==> src/rtl/spr_eval_pkg.sv <==
package spr_eval_pkg;

  localparam int LINE_W = 8;
  localparam int BYTE_W = 8;
  localparam int BYTES_PER_SPR = 4;

  typedef enum logic [1:0] {
    PH_IDLE  = 2'd0,
    PH_SCAN  = 2'd1,
    PH_FETCH = 2'd2
  } spr_phase_e;

  // Row of a sprite on the line after cur_line, wrapping modulo 256.
  function automatic logic [LINE_W-1:0] spr_row(input logic [LINE_W-1:0] cur_line,
                                                 input logic [LINE_W-1:0] ycoord);
    spr_row = cur_line + LINE_W'(1) - ycoord;
  endfunction

  function automatic logic spr_hit(input logic [LINE_W-1:0] row, input logic tall);
    spr_hit = tall ? (row < LINE_W'(16)) : (row < LINE_W'(8));
  endfunction

  // Pattern row address, 16 bits wide; callers keep the low bits.
  function automatic logic [15:0] spr_pat(input logic [15:0] base,
                                          input logic [BYTE_W-1:0] name,
                                          input logic [LINE_W-1:0] row,
                                          input logic tall);
    logic [BYTE_W-1:0] nm;
    nm = tall ? {name[BYTE_W-1:2], 2'b00} : name;
    spr_pat = base + {5'd0, nm, 3'd0} + {8'd0, row};
  endfunction

endpackage

==> src/rtl/spr_fifo.sv <==
module spr_fifo #(
  parameter int DEPTH = 5,
  parameter int W     = 5,
  localparam int PW   = $clog2(DEPTH + 1)
) (
  input  logic          clk,
  input  logic          rst_n,
  input  logic          clr,
  input  logic          push,
  input  logic [W-1:0]  din,
  input  logic          pop,
  output logic [W-1:0]  head,
  output logic [PW-1:0] level
);
  localparam logic [PW-1:0] FULL = PW'(DEPTH);

  logic [W-1:0]  mem [DEPTH];
  logic [PW-1:0] wp, rp;

  always_ff @(posedge clk or negedge rst_n) begin
    if (!rst_n) begin
      wp <= '0;
      rp <= '0;
    end else if (clr) begin
      wp <= '0;
      rp <= '0;
    end else begin
      if (push && wp < FULL) wp <= wp + PW'(1);
      if (pop && rp < wp)    rp <= rp + PW'(1);
    end
  end

  always_ff @(posedge clk) begin
    if (!clr && push && wp < FULL) mem[wp] <= din;
  end

  assign head  = (rp < wp) ? mem[rp] : '0;
  assign level = wp - rp;
endmodule

==> src/rtl/spr_y_test.sv <==
module spr_y_test
  import spr_eval_pkg::*;
(
  input  logic [LINE_W-1:0] cur_line,
  input  logic [LINE_W-1:0] ycoord,
  input  logic              tall,
  output logic              hit
);
  assign hit = spr_hit(spr_row(cur_line, ycoord), tall);
endmodule

==> src/rtl/spr_pat_gen.sv <==
module spr_pat_gen
  import spr_eval_pkg::*;
#(
  parameter int ADDR_W   = 14,
  parameter int PAT_BASE = 14'h3800
) (
  input  logic [BYTE_W-1:0] name,
  input  logic [LINE_W-1:0] row,
  input  logic              tall,
  output logic [ADDR_W-1:0] addr
);
  logic [15:0] full;
  assign full = spr_pat(16'(PAT_BASE), name, row, tall);
  assign addr = full[ADDR_W-1:0];
endmodule

==> src/rtl/spr_line_eval.sv <==
module spr_line_eval
  import spr_eval_pkg::*;
#(
  parameter int NUM_SPR     = 32,
  parameter int SHOW_MAX    = 4,
  parameter int QUEUE_DEPTH = 5,
  parameter int ADDR_W      = 14,
  parameter int ATTR_BASE   = 14'h1B00,
  parameter int PAT_BASE    = 14'h3800,
  localparam int IDX_W  = $clog2(NUM_SPR),
  localparam int CNT_W  = $clog2(NUM_SPR + 1),
  localparam int LVL_W  = $clog2(QUEUE_DEPTH + 1),
  localparam int SLOT_W = $clog2(SHOW_MAX + 1),
  localparam int KW     = $clog2(SHOW_MAX)
) (
  input  logic                       clk,
  input  logic                       rst_n,
  input  logic                       line_start,
  input  logic                       hblank_start,
  input  logic [7:0]                 line_num,
  input  logic                       size16,
  input  logic                       slot_grant,
  output logic                       mem_req,
  output logic [ADDR_W-1:0]          mem_addr,
  input  logic [7:0]                 mem_rdata,
  output logic [SHOW_MAX*ADDR_W-1:0] spr_pat_addr,
  output logic [SHOW_MAX-1:0]        spr_valid,
  output logic                       spr_overflow,
  output logic [IDX_W-1:0]           spr_fifth
);
  localparam logic [ADDR_W-1:0] ATTR_A    = ADDR_W'(ATTR_BASE);
  localparam logic [CNT_W-1:0]  CNT_END   = CNT_W'(NUM_SPR);
  localparam logic [LVL_W-1:0]  LVL_FULL  = LVL_W'(QUEUE_DEPTH);
  localparam logic [LVL_W-1:0]  LVL_SHOW  = LVL_W'(SHOW_MAX);
  localparam logic [SLOT_W-1:0] SLOT_SHOW = SLOT_W'(SHOW_MAX);

  spr_phase_e         phase_q;
  logic [CNT_W-1:0]   scan_idx_q;
  logic               pend_q, pend_scan_q;
  logic [IDX_W-1:0]   pend_idx_q;
  logic [1:0]         pend_byte_q;
  logic [KW-1:0]      pend_slot_q;
  logic               ovf_q;
  logic [IDX_W-1:0]   fifth_q;
  logic [SLOT_W-1:0]  fetch_n_q, fetch_k_q;
  logic [1:0]         byte_q;
  logic [7:0]         y_q, name_q;
  logic [ADDR_W-1:0]  pat_q [SHOW_MAX];
  logic [SHOW_MAX-1:0] valid_q;

  // Named internal events.
  logic               ev_access, ev_eval, ev_hit, ev_push, ev_pop, ev_fill, scan_hit;
  logic [IDX_W-1:0]   q_head;
  logic [LVL_W-1:0]   fifo_level;
  logic [ADDR_W-1:0]  pat_w;

  always_comb begin
    mem_req  = 1'b0;
    mem_addr = '0;
    case (phase_q)
      PH_SCAN: begin
        mem_req  = scan_idx_q < CNT_END;
        mem_addr = ATTR_A + (ADDR_W'(scan_idx_q) << 2);
      end
      PH_FETCH: begin
        mem_req  = fetch_k_q < fetch_n_q;
        mem_addr = ATTR_A + (ADDR_W'(q_head) << 2) + ADDR_W'(byte_q);
      end
      default: ;
    endcase
  end

  assign ev_access = mem_req & slot_grant;
  assign ev_eval   = pend_q & pend_scan_q;
  assign ev_hit    = ev_eval & scan_hit;
  assign ev_push   = ev_hit & (fifo_level < LVL_FULL);
  assign ev_pop    = ev_access & (phase_q == PH_FETCH) & (byte_q == 2'd3);
  assign ev_fill   = pend_q & ~pend_scan_q & (pend_byte_q == 2'd3);

  spr_y_test u_y_test (
    .cur_line (line_num),
    .ycoord   (mem_rdata),
    .tall     (size16),
    .hit      (scan_hit)
  );

  spr_fifo #(.DEPTH(QUEUE_DEPTH), .W(IDX_W)) u_queue (
    .clk   (clk),
    .rst_n (rst_n),
    .clr   (line_start),
    .push  (ev_push),
    .din   (pend_idx_q),
    .pop   (ev_pop),
    .head  (q_head),
    .level (fifo_level)
  );

  spr_pat_gen #(.ADDR_W(ADDR_W), .PAT_BASE(PAT_BASE)) u_pat (
    .name (name_q),
    .row  (spr_row(line_num, y_q)),
    .tall (size16),
    .addr (pat_w)
  );

  always_ff @(posedge clk or negedge rst_n) begin
    if (!rst_n) begin
      phase_q     <= PH_IDLE;
      scan_idx_q  <= '0;
      pend_q      <= 1'b0;
      pend_scan_q <= 1'b0;
      pend_idx_q  <= '0;
      pend_byte_q <= '0;
      pend_slot_q <= '0;
      ovf_q       <= 1'b0;
      fifth_q     <= '0;
      fetch_n_q   <= '0;
      fetch_k_q   <= '0;
      byte_q      <= '0;
      y_q         <= '0;
      name_q      <= '0;
      valid_q     <= '0;
      for (int k = 0; k < SHOW_MAX; k++) pat_q[k] <= '0;
    end else begin
      pend_q <= ev_access & ~line_start;
      if (ev_access) begin
        pend_scan_q <= (phase_q == PH_SCAN);
        pend_idx_q  <= scan_idx_q[IDX_W-1:0];
        pend_byte_q <= byte_q;
        pend_slot_q <= fetch_k_q[KW-1:0];
      end
      if (line_start) begin
        phase_q    <= PH_SCAN;
        scan_idx_q <= '0;
        ovf_q      <= 1'b0;
        fifth_q    <= '0;
      end else if (hblank_start) begin
        phase_q   <= PH_FETCH;
        fetch_n_q <= (fifo_level > LVL_SHOW) ? SLOT_SHOW : SLOT_W'(fifo_level);
        fetch_k_q <= '0;
        byte_q    <= '0;
        valid_q   <= '0;
      end else begin
        case (phase_q)
          PH_SCAN:
            if (ev_access) scan_idx_q <= scan_idx_q + CNT_W'(1);
          PH_FETCH:
            if (ev_access) begin
              byte_q <= byte_q + 2'd1;
              if (byte_q == 2'd3) fetch_k_q <= fetch_k_q + SLOT_W'(1);
            end else if (fetch_k_q == fetch_n_q && !pend_q) begin
              phase_q <= PH_IDLE;
            end
          default: ;
        endcase
        if (ev_hit && fifo_level == LVL_SHOW) begin
          ovf_q   <= 1'b1;
          fifth_q <= pend_idx_q;
        end
        if (pend_q && !pend_scan_q) begin
          if (pend_byte_q == 2'd0) y_q    <= mem_rdata;
          if (pend_byte_q == 2'd2) name_q <= mem_rdata;
        end
        if (ev_fill) begin
          pat_q[pend_slot_q]   <= pat_w;
          valid_q[pend_slot_q] <= 1'b1;
        end
      end
    end
  end

  for (genvar k = 0; k < SHOW_MAX; k++) begin : g_out
    assign spr_pat_addr[k*ADDR_W +: ADDR_W] = pat_q[k];
  end

  assign spr_valid    = valid_q;
  assign spr_overflow = ovf_q;
  assign spr_fifth    = fifth_q;
endmodule

==> config.mk <==
export PLATFORM = sky130hd
export DESIGN_NAME = spr_line_eval
export DESIGN_NICKNAME = d
export VERILOG_FILES = /design/src/rtl/spr_eval_pkg.sv /design/src/rtl/spr_fifo.sv /design/src/rtl/spr_y_test.sv /design/src/rtl/spr_pat_gen.sv /design/src/rtl/spr_line_eval.sv
export SDC_FILE = /design/constraint.sdc
export NUM_CORES = 1
export LEC_CHECK = 0
export CORE_UTILIZATION = 54
export DETAILED_ROUTE_END_ITERATION = 8
export PLACE_DENSITY = 0.8
export SLEW_MARGIN = 20
export SYNTH_ARGS = -nofsm -noshare
export SYNTH_HDL_FRONTEND = slang
export SYNTH_SLANG_ARGS = --single-unit
==> constraint.sdc <==
create_clock -name clk -period 4.07 [get_ports clk]
set_clock_uncertainty 0.2 [all_clocks]
set_input_delay 0.814 -clock clk [delete_from_list [all_inputs] [get_ports clk]]
set_output_delay 0.814 -clock clk [all_outputs]
set_load 0.005 [all_outputs]
==> results of run 1 <==
## cell families (layout without fill, tap and decap cells)
group,count (synthesis),count (layout),share of synthesized area (%)
compound gates,114,114,9.94
buf+inv,65,213,4.14
xor+xnor,30,30,4.09
flops,140,140,53.4
fa+ha+maj,35,35,6.78
other cells,1,2,0.0552
mux,49,49,8.80
simple gates,184,184,12.8
## per-layer routing
metal  GRT usage, %  wire [um]
met1           31.8       6750
met2           48.2       8840
met3           5.77        698
met4           12.1        460
met5              0          0
## what timing repair did
action | in CTS | in global routing
setup endpoints to repair | 7 | 54
resized for setup | 3 | 12
pin swaps | 1 | 5
hold endpoints to repair | 0 | 0
buffers inserted | 1 | 0
## registers in the layout, indices dropped and copies added (netlist names)
register,cells
spr_pat_addr,56
u_queue.mem,25
name_q,8
y_q,8
scan_idx_q,6
pend_idx_q,5
spr_fifth,5
spr_valid,4
fetch_k_q,3
fetch_n_q,3
u_queue.rp,3
u_queue.wp,3
byte_q,2
pend_byte_q,2
pend_slot_q,2
phase_q,2
pend_q,1
pend_scan_q,1
spr_overflow,1
## area by class of cell
type | count | area (um^2) | share of cell area (%)
well taps | 168 | 210 | 2.36
repair buffers | 142 | 1330 | 14.9
flip-flops and latches | 140 | 3630 | 40.8
clock inverters | 12 | 148 | 1.66
inverters | 39 | 146 | 1.64
multi-input cells | 414 | 2960 | 33.2
clock buffers | 20 | 489 | 5.49
## report_power, final
group | internal, mW | total [mW] | switching [mW]
clock network | 1.01 | 1.65 | 0.646
logic | 0.346 | 0.752 | 0.407
registers | 1.47 | 1.51 | 0.0369
total | 2.83 | 3.92 | 1.09
## path summary, 6_finish.rpt
check	startpoint	end	slack, ns
max in group asynchronous	rst_n	spr_pat_addr[28]	2.65
min in group clk	spr_pat_addr[18]	spr_pat_addr[18]	0.28
min	rst_n	pend_idx_q[2]	0.22
max	line_num[3]	u_queue.mem[1][0]	0.14
min reg2reg	spr_pat_addr[18]	spr_pat_addr[18]	0.28
max reg2reg	y_q[0]	spr_pat_addr[50]	0.67
## cells in the final DEF (no fill, tap or decap), types with 5 or more instances in the layout
cell type        synthesis  final
dfrtp_1                115    114
clkdlybuf4s50_1          0     96
nand2_1                 75     75
nor2_1                  46     46
o21ai_0                 46     45
buf_4                    5     42
inv_1                   37     37
ha_1                    32     31
a21oi_1                 33     29
mux2_2                  28     28
edfxtp_1                25     25
xnor2_1                 22     20
clkbuf_16                0     19
nand3_1                 15     15
mux2i_1                 11     11
nor2b_1                  6      6
a21o_1                   6      6
and2_1                   6      6
xor2_1                   7      6
nor3_1                   7      6
mux4_2                   5      5
o21a_1                   5      5
and4_1                   5      5
## through the flow
step,worst slack [ns],std cells
4_1_cts,0.0221,935
6_report,0.141,935
3_5_place_dp,-0.429,902
3_3_place_gp,-0.339,902
2_1_floorplan,0.0488,619
5_1_grt,-0.0255,935
==> impl_metrics.yaml, run 1 <==
timing:
  min_period_over_period_pct: 96.5
  hold_viol_final: 0
  worst_slew_pin_slew_ns: 0.790
  drv_slew: 0
  fin_hold_ws_ns: 0.217
  fmaxAchievable_mhz: 255
  final-setup-viol-count: 0
  post-route-min-period_ns: 3.93
  slew_headroom_pct: 47.3
  setup_tns_ns: 0
cts:
  h-tree-depth: 4
  clock-sinks: 140
  cts_tree: "done"
  clk_pin_slew_ns: 0.06
  cts_hold_buf: 0
  cts-root-buf: "clkbuf_16"
  cts_made_buffers: 17
  worstSkewPairLatency_ns: 0.43
  clockBufferDepth: 2
logic_synthesis:
  yosys_warnings: 0
  synth_top_area_cell: "dfrtp_1"
  synth-seq-cells: 140
  synthDistinctLibCells: 58
  syn-instance-count: 618
  synth_flop_cell: "dfrtp_1"
  syn_area_per_cell_um2: 11.0
  yosysMostFrequentCell: "dfrtp_1"
  synth_edf_count: 25
  synth_top_cells_by_count: "dfrtp_1, nand2_1, nor2_1, o21ai_0, inv_1"
  synth_top_area_share_pct: 42.4
  synth-seq-area-share_pct: 53.4
  syn-cell-area_um2: 6790
  synth_area_leaders: "dfrtp_1, edfxtp_1, ha_1"
  async_flop_share_pct: 82.1
global_routing:
  grt.overflow.total: 0
  grt_first_pass_wirelength_um: 27000
  grt_max_degree: 87
  antenna_found_initial: 0
  grt_pass1_vias: 5503
  track_usage_pct: 27.2
setup_path:
  ff2ff_path_depth: 14
  cp-end-kind: "register"
  crit_family: "simple AND/OR/NAND/NOR gates"
  crit_top_cell: "and4_1"
  worst_ep_arrival_time_ns: 3.87
  critPathRequiredTime_ns: 4.01
  max_stage_delay_ns: 0.47
  path_buf_inv: 2
  path_depth: 13
  critPathLaunchType: "input port"
  slowest_stage: "clkdlybuf4s50_1"
  critPathKind: "in2reg"
  crit_chain: "clkdlybuf4s50_1, and3_1, nand3_1, xnor2_1, ha_1, and4_1, o21a_1, or3_1, a22oi_2, and4_1, nand3_4, nor4b_2, buf_4"
  crit_fanout: 6
final_layout:
  layout-drive-gt1-share_pct: 17.1
  fin_area_um2: 8900
  nNetsFinal: 811
  final_util_pct: 73.2
  nFillCells: 804
  num_antenna_cells: 0
  area_delta_synth_final_pct: 31.0
die:
  core_um2: 12200
  die_y_um: 114
  row_count: 40
  die-area_um2: 13000
  die_w_um: 114
  start_util_pct: 55.9
  ios: 103
power_and_ir_drop:
  p_leak_nw: 4.11
  p_per_area_nw_per_um2: 440
  finalPower_mw: 3.92
  ir_worst_vdd_mv: 0.372
min_path:
  hold_class: "in2async"
route:
  wl_um: 16800
  dr.pass1.iters: 5
  drt_iter0_drc: 372
  vias_per_cell: 5.61
  drcViolationCount: 0
  vias: 5247
  routedWlPerCell_um: 17.9
  ant_nets: 0
placed_design:
  io_buffers: 100
  dp_hpwl_um: 11800
  gp_congestion: 0.874
  dpl-instance-area_um2: 8180
run:
  max_cap_viol_count: 0
run_status:
  outcome: "finished clean"
Note: power is estimated with default switching activity, not from simulation.
==> run 2, diff against run 1 <==
- CORE_ASPECT_RATIO: not set -> 2
- TNS_END_PERCENT: not set -> 20
==> impl_metrics.yaml, run 2 (synthesis results as in run 1) <==
die:
  ios: 103
  start_util_pct: 55.7
  row_count: 57
  core_um2: 12200
  die_w_um: 81.3
  die-area_um2: 13100
  die_y_um: 161
cts:
  cts_tree: "done"
  cts_made_buffers: 17
  cts-root-buf: "clkbuf_16"
  clock-sinks: 140
  worstSkewPairLatency_ns: 0.42
  cts_hold_buf: 0
  cts_setup_buffers: 0
  clockBufferDepth: 2
  clk_pin_slew_ns: 0.06
  h-tree-depth: 4
setup_path:
  worst_ep_arrival_time_ns: 3.91
  critPathRequiredTime_ns: 4.00
  path_buf_inv: 3
  max_stage_delay_ns: 0.48
  crit_chain: "clkdlybuf4s50_1, buf_4, nand3_1, xnor2_2, ha_1, a211oi_1, o21bai_1, or3_1, a22oi_2, and4_2, nand3_4, nor4b_2, buf_4"
  cp-end-kind: "register"
  crit_family: "simple AND/OR/NAND/NOR gates"
  slowest_stage: "clkdlybuf4s50_1"
  crit_top_cell: "buf_4"
  crit_fanout: 6
  critPathKind: "in2reg"
  critPathLaunchType: "input port"
global_routing:
  grt_max_degree: 69
  antenna_found_initial: 0
  track_usage_pct: 29.2
  grt.overflow.total: 0
  grt_first_pass_wirelength_um: 28100
  grt_pass1_vias: 5549
route:
  dr.pass1.iters: 6
  routedWlPerCell_um: 19.2
  vias: 5317
  ant_nets: 0
  wl_um: 17600
  vias_per_cell: 5.80
  drcViolationCount: 0
  drt_iter0_drc: 380
final_layout:
  final_util_pct: 72.7
  largest_reg_flops: 56
  final_common_cell: "dfrtp_1"
  num_antenna_cells: 0
  final_cell_mix: "dfrtp_1, clkdlybuf4s50_1, nand2_1, nor2_1, buf_4"
  area_delta_synth_final_pct: 30.6
  nFillCells: 800
  nNetsFinal: 814
  layout-drive-gt1-share_pct: 18.1
timing:
  fin_hold_ws_ns: 0.287
  hold_viol_final: 0
  slew_headroom_pct: 40.8
  final-setup-viol-count: 0
  fmaxAchievable_mhz: 251
  min_period_over_period_pct: 97.8
  drv_slew: 0
  setup_tns_ns: 0
  worst_slew_pin_slew_ns: 0.889
  setup_ws_ns: 0.0901
  rsz0062_at_grt: "true"
  post-route-min-period_ns: 3.98
placed_design:
  dp_hpwl_um: 12800
  place_ws_ns: -0.511
  gp_congestion: 0.873
  io_buffers: 100
run:
  max_cap_viol_count: 0
power_and_ir_drop:
  p_per_area_nw_per_um2: 434
  ir_worst_vdd_mv: 0.449
  p_leak_nw: 4.10
run_status:
  outcome: "finished clean"
min_path:
  hold_class: "reg2reg"
==> run 2: worst paths after layout <==
check / cells after the start / end / start / slack, ns
hold reg to reg: 2 / spr_pat_addr[42] / spr_pat_addr[42] / 0.29
setup / recovery: 13 / u_queue.mem[1][2] / line_num[0] / 0.09
max in group asynchronous: 2 / spr_fifth[1] / rst_n / 2.60
setup reg to reg: 17 / spr_pat_addr[25] / y_q[0] / 0.82
hold / removal: 2 / spr_pat_addr[42] / spr_pat_addr[42] / 0.29
min in group asynchronous: 1 / spr_valid[2] / rst_n / 0.30
==> run 2: cell type report <==
class                      count  area [um^2]  share of cell area (%)
tap                          147          184                    2.07
inverter                      39          146                    1.65
clock buffer                  17          425                    4.80
timing repair buffer         145         1350                    15.2
clock inverter                15          149                    1.68
sequential                   140         3630                    40.9
multi-input combinational    414         2980                    33.6
==> run 2: per-layer routing <==
| layer | GRT usage, % | vias up | routed length (um) |
|---|---|---|---|
| met2 | 53.2 | 177 | 10100 |
| met5 | 0 | - | 0 |
| met1 | 29.6 | 2663 | 5970 |
| met4 | 15.7 | 0 | 851 |
| li1 | - | 2416 | - |
| met3 | 6.25 | 61 | 687 |
==> run 2: metrics by stage <==
stage | cells | total power [mW] | area, um^2
CTS | 917 | 3.81 | 8810
detailed placement | 885 | 2.28 | 8200
global route | 917 | 4.00 | 8870
global placement | 885 | 2.25 | 8200
finish | 917 | 3.85 | 8870
floorplan | 619 | 1.97 | 6800
==> run 2: tightest hold or removal path: stages, from the launching register on <==
cell and delay (ns):
dfrtp_1 0.35, nand2_1 0.05, o21ai_0 0.06
==> run 2: what timing repair did <==
| item | in CTS | in global routing |
|---|---|---|
| gates resized for setup | 6 | 15 |
| pin swaps | 1 | 3 |
| setup endpoints to repair | 19 | 49 |
==> run 2: power by group <==
| group | total, mW | internal, mW | switching, mW |
|---|---|---|---|
| clock | 1.52 | 0.862 | 0.654 |
| sequential | 1.51 | 1.47 | 0.0388 |
| combinational | 0.825 | 0.359 | 0.466 |
